`src/rtl/serial_bank_ctrl_pkg.sv`:
```
package serial_bank_ctrl_pkg;
  localparam int REG_W = 5;

  typedef enum logic [1:0] {
    TGT_CTRL = 2'd0,
    TGT_CHR0 = 2'd1,
    TGT_CHR1 = 2'd2,
    TGT_PRG  = 2'd3
  } target_e;

  typedef struct packed {
    logic    shiftIn;
    logic    clearAll;
    logic    commit;
    target_e target;
  } strobe_t;
endpackage

```
`src/rtl/serial_bank_ctrl_seq.sv`:
```
module serial_bank_ctrl_seq
  import serial_bank_ctrl_pkg::*;
(
  input  logic       clk,
  input  logic       rstN,
  input  logic       cpuWrEn,
  input  logic [2:0] cpuAddrHi,
  input  logic       cpuDataMsb,
  output strobe_t    strobes
);
  localparam int CNT_W = $clog2(REG_W);
  localparam logic [CNT_W-1:0] LAST = CNT_W'(REG_W - 1);

  logic [CNT_W-1:0] cntQ;
  logic             blockQ;
  logic             mapWr, accepted;

  assign mapWr    = cpuWrEn && cpuAddrHi[2];
  assign accepted = mapWr && !blockQ;

  always_comb begin
    strobes.clearAll = accepted && cpuDataMsb;
    strobes.shiftIn  = accepted && !cpuDataMsb;
    strobes.commit   = strobes.shiftIn && (cntQ == LAST);
    strobes.target   = target_e'(cpuAddrHi[1:0]);
  end

  always_ff @(posedge clk) begin
    if (!rstN) begin
      cntQ   <= '0;
      blockQ <= 1'b0;
    end else begin
      blockQ <= accepted;
      if (strobes.clearAll || strobes.commit) cntQ <= '0;
      else if (strobes.shiftIn)                cntQ <= cntQ + 1'b1;
    end
  end
endmodule

```
`src/rtl/serial_bank_ctrl_dp.sv`:
```
module serial_bank_ctrl_dp
  import serial_bank_ctrl_pkg::*;
#(
  parameter int PRG_BANK_W = 4,
  parameter int CHR_BANK_W = 5
) (
  input  logic                  clk,
  input  logic                  rstN,
  input  strobe_t               strobes,
  input  logic                  cpuDataLsb,
  input  logic [2:0]            cpuAddrHi,
  input  logic                  ppuA10,
  input  logic                  ppuA11,
  input  logic                  ppuA12,
  output logic [PRG_BANK_W-1:0] prgAddrHi,
  output logic [CHR_BANK_W-1:0] chrAddrHi,
  output logic                  wramEn,
  output logic                  ciramA10
);
  localparam logic [3:0] CTRL_RESET = 4'b1100;

  logic [REG_W-2:0]      shiftQ;
  logic [REG_W-1:0]      commitVal;
  logic [3:0]            ctrlQ;
  logic [CHR_BANK_W-1:0] chrQ [2];
  logic [PRG_BANK_W-1:0] prgQ;
  logic                  cpuA14;

  assign commitVal = {cpuDataLsb, shiftQ};
  assign cpuA14    = cpuAddrHi[1];

  always_ff @(posedge clk) begin
    if (!rstN) begin
      shiftQ  <= '0;
      ctrlQ   <= CTRL_RESET;
      chrQ[0] <= '0;
      chrQ[1] <= '0;
      prgQ    <= '0;
    end else if (strobes.clearAll) begin
      shiftQ     <= '0;
      ctrlQ[3:2] <= 2'b11;
    end else if (strobes.commit) begin
      shiftQ <= '0;
      unique case (strobes.target)
        TGT_CTRL: ctrlQ   <= commitVal[3:0];
        TGT_CHR0: chrQ[0] <= commitVal[CHR_BANK_W-1:0];
        TGT_CHR1: chrQ[1] <= commitVal[CHR_BANK_W-1:0];
        TGT_PRG:  prgQ    <= commitVal[PRG_BANK_W-1:0];
      endcase
    end else if (strobes.shiftIn) begin
      shiftQ <= {cpuDataLsb, shiftQ[REG_W-2:1]};
    end
  end

  always_comb begin
    if (!ctrlQ[3])     prgAddrHi = {prgQ[PRG_BANK_W-1:1], cpuA14};
    else if (ctrlQ[2]) prgAddrHi = cpuA14 ? '1 : prgQ;
    else               prgAddrHi = cpuA14 ? prgQ : '0;
  end

  assign chrAddrHi = ppuA12 ? chrQ[1] : chrQ[0];
  assign wramEn    = (cpuAddrHi == 3'b011);

  always_comb begin
    unique case (ctrlQ[1:0])
      2'd0: ciramA10 = 1'b0;
      2'd1: ciramA10 = 1'b1;
      2'd2: ciramA10 = ppuA10;
      2'd3: ciramA10 = ppuA11;
    endcase
  end
endmodule

```
`src/rtl/serial_bank_ctrl.sv`:
```
module serial_bank_ctrl
  import serial_bank_ctrl_pkg::*;
#(
  parameter int PRG_BANK_W = 4,
  parameter int CHR_BANK_W = 5
) (
  input  logic                  clk,
  input  logic                  rstN,
  input  logic                  cpuWrEn,
  input  logic [2:0]            cpuAddrHi,
  input  logic                  cpuDataLsb,
  input  logic                  cpuDataMsb,
  input  logic                  ppuA10,
  input  logic                  ppuA11,
  input  logic                  ppuA12,
  output logic [PRG_BANK_W-1:0] prgAddrHi,
  output logic [CHR_BANK_W-1:0] chrAddrHi,
  output logic                  wramEn,
  output logic                  ciramA10
);
  strobe_t strobes;

  serial_bank_ctrl_seq u_seq (
    .clk(clk), .rstN(rstN), .cpuWrEn(cpuWrEn), .cpuAddrHi(cpuAddrHi),
    .cpuDataMsb(cpuDataMsb), .strobes(strobes)
  );

  serial_bank_ctrl_dp #(.PRG_BANK_W(PRG_BANK_W), .CHR_BANK_W(CHR_BANK_W)) u_dp (
    .clk(clk), .rstN(rstN), .strobes(strobes), .cpuDataLsb(cpuDataLsb),
    .cpuAddrHi(cpuAddrHi), .ppuA10(ppuA10), .ppuA11(ppuA11), .ppuA12(ppuA12),
    .prgAddrHi(prgAddrHi), .chrAddrHi(chrAddrHi), .wramEn(wramEn),
    .ciramA10(ciramA10)
  );
endmodule

```
`config.mk`:
```
export PLATFORM = sky130hd
export DESIGN_NAME = serial_bank_ctrl
export DESIGN_NICKNAME = d
export VERILOG_FILES = /design/src/rtl/serial_bank_ctrl_pkg.sv /design/src/rtl/serial_bank_ctrl_seq.sv /design/src/rtl/serial_bank_ctrl_dp.sv /design/src/rtl/serial_bank_ctrl.sv
export SDC_FILE = /design/constraint.sdc
export NUM_CORES = 1
export LEC_CHECK = 0
export ABC_AREA = 1
export BUFFER_PORTS_ARGS = -buffer_cell sky130_fd_sc_hd__buf_2
export CAP_MARGIN = 20
export CORE_ASPECT_RATIO = 0.5
export CORE_MARGIN = 1
export CORE_UTILIZATION = 40
export DETAILED_ROUTE_END_ITERATION = 10
export GPL_ROUTABILITY_DRIVEN = 1
export HOLD_SLACK_MARGIN = 0.08
export PLACE_DENSITY_LB_ADDON = 0.08
export SYNTH_ARGS = -nofsm -noshare
export SYNTH_HDL_FRONTEND = slang
export SYNTH_HIERARCHICAL = 1
export SYNTH_SLANG_ARGS = --single-unit
```
`constraint.sdc`:
```
create_clock -name clk -period 2.3 [get_ports clk]
set_clock_uncertainty 0.05 [all_clocks]
set_input_delay 0.46 -clock clk [delete_from_list [all_inputs] [get_ports clk]]
set_output_delay 0.46 -clock clk [all_outputs]
set_load 0.01 [all_outputs]
```
==> results.ini <==
[setup_path]
r2r_cells = 8
r2r_end = u_dp/chrQ[0][2]
worstSetupPathType = in -> reg
reg2reg_slack_ps = 520
critPathCaptureType = flip-flop
path_max_fanout = 7
required_ps = 2210
cp_data_arrival_time_ps = 1700
reg2reg_from = u_seq/cntQ[0]
critPathLaunchType = input port

[final_layout]
final_nets = 194
insertedDiodeCount = 0
syn2layout_area_growth_pct = 15.78
finalCoreUtilization_pct = 49.38
seq_area_um2 = 620.6
fin_area_um2 = 1496
drive_above_1_share_pct = 25.56
fillers = 300
multi_input_area_um2 = 563.0

[route]
ant_nets = 0
vias = 1011
wl_mm = 2.361
wl_per_cell_um = 10.73
viasPerCell = 4.595
drtIter0Drc = 40
first_pass_iters = 7
drcViolationCount = 0

[floorplan]
die_y_um = 42.20
rows = 14
die_x_um = 82.39
core_um2 = 3030
start_util_pct = 42.65
ioPinCount = 22
die_area_um2 = 3476

[synthesis]
synthArstFlopShare_pct = 0
synth_area_leaders = dfxtp_1 25%, edfxtp_1 23%, nand2_1 12%, inv_1 5.5%, a21oi_1 5.4%
synth_common_cells = 42 x nand2_1, 19 x inv_1, 18 x nor2_1
ys_seq_area_share_pct = 48.02
synth_cells = 158
synth_nets = 171
avgSynthCellArea_um2 = 8.180
synth_seq_cells = 26
synth_top_area_share_pct = 24.78
yosysUniqueCellTypes = 22
syn-cell-area_um2 = 1292
ys.flop_type = dfxtp_1
synth_edf_count = 10
synth_most_common_cell = nand2_1
synth_warnings = 6
yosysTopAreaCell = dfxtp_1

[clocking]
clkTransAtPathRegs_ps = 90
insertion_delay_ps = 260
htree_num_levels = 1
clockBufferDepth = 2
cts_tree = built
cts-root-buf = clkbuf_8
cts-buffers-inserted = 3
clock-sinks = 26
post_cts_buffers = 0
cts-resized-gates = 0
cts_hold_repair.buffers = 0

[timing]
worst_slack_ps = 514.5
finalSetupViolations = 0
finalHoldViolCount = 0
maxSlewViolCount = 0
tightest_slew_ps = 332.6
slew_headroom_pct = 77.75
clock.fmax_ghz = 0.5601
tns_ps = 0
rsz0062_at_grt = no
fin_crit_sh_pct = 77.63
min_period_ps = 1786

[worst_hold_path]
min_to = u_dp/shiftQ[3]
worstHoldPathCells = 3
hp-class = in -> reg
hold_start = cpuDataLsb

[grt]
grt_pass1_wl_mm = 3.995
grtUsageTotal_pct = 15.67
grt.overflow.total = 0
antenna_found_initial = 0
grt_pass1_vias = 918
grt_start_max_net_pins = 16

[place]
dp_slack_ps = 222.4
gp_congestion = 0.8768
hpwl_mm = 1.819
io_buffers = 21
place_area_um2 = 1425

[outcome]
status = finished, final reports clean

[flow_run]
cap_violations = 0

[power]
p_leak_uw = 0.0006366
total_power_uw = 933.8
p_per_area_nw_per_um2 = 624.0
ir_drop_mv = 0.2801

flip-flops by register name, summed over array words and instances (netlist names):
register	cells
u_seq/cntQ	3
u_dp/prgQ	4
u_dp/ctrlQ	4
u_dp/shiftQ	4
u_seq/blockQ	1
u_dp/chrQ	10
per-layer routing:
layer / vias up / wire length [um] / GRT usage (%)
met2: 8 / 1008 / 25.12
met4: 0 / 19 / 4.211
li1: 544 / - / -
met5: - / 0 / 0
met3: 2 / 61 / 5.217
met1: 457 / 1272 / 20.16
power by group:
group / leakage [uW] / switching [uW] / internal (uW)
clock network: 0.0000357 / 137 / 233
logic: 0.000368 / 47.2 / 28.5
registers: 0.000232 / 3.48 / 484
total: 0.000637 / 188 / 746
cell type report:
cell class | instances | share of cell area (%)
multi-input cells | 106 | 37.63
clock buffers | 3 | 2.759
well taps | 40 | 3.344
flip-flops and latches | 26 | 41.47
inverters | 23 | 5.769
repair buffers | 21 | 7.023
clock inverters | 1 | 2.007
cell usage in the layout, fill, tap and decap left out, drive strengths merged:
master and count:
nand2 44, nor2 24, inv 23, buf 21
dfxtp 16, a21oi 15, edfxtp 10, nand3 7
mux2 5, o21ai 5, clkbuf 3, o211ai 2
ha 2, bufinv 1, o21a 1, o21bai 1
worst max-delay path, stage by stage:
cell and delay [ps]:
buf_2 110, nand2_1 80, nor2_4 120, nand2_1 120
nor2_1 210, inv_2 90, nor2_4 190, nand3_4 120
nand2_1 210
cell families after synthesis:
group | share of synthesized area [%]
compound gates | 10.36
fa+ha+maj | 1.936
buf+inv | 8.422
flops | 48.02
mux | 4.356
simple gates | 26.91
per-stage QoR:
step / hold slack [ps] / std cells
after floorplan: 388.0 / 158
after global placement: 403.1 / 216
after detailed placement: 413.2 / 216
after CTS: 396.6 / 220
after global routing: 413.0 / 220
final: 408.1 / 220
worst max-delay path by stage:
stage                  start         endpoint  cells past startpoint
2_1_floorplan        cpuWrEn  u_dp/chrQ[0][0]                      8
3_3_place_gp    cpuAddrHi[2]  u_dp/chrQ[0][0]                      9
3_5_place_dp    cpuAddrHi[2]  u_dp/chrQ[0][1]                      9
4_1_cts        u_seq/cntQ[0]  u_dp/chrQ[0][2]                      8
5_1_grt         cpuAddrHi[2]  u_dp/chrQ[0][2]                      9
6_report        cpuAddrHi[2]  u_dp/chrQ[0][2]                      9
Power figures use the tool's default switching activity.
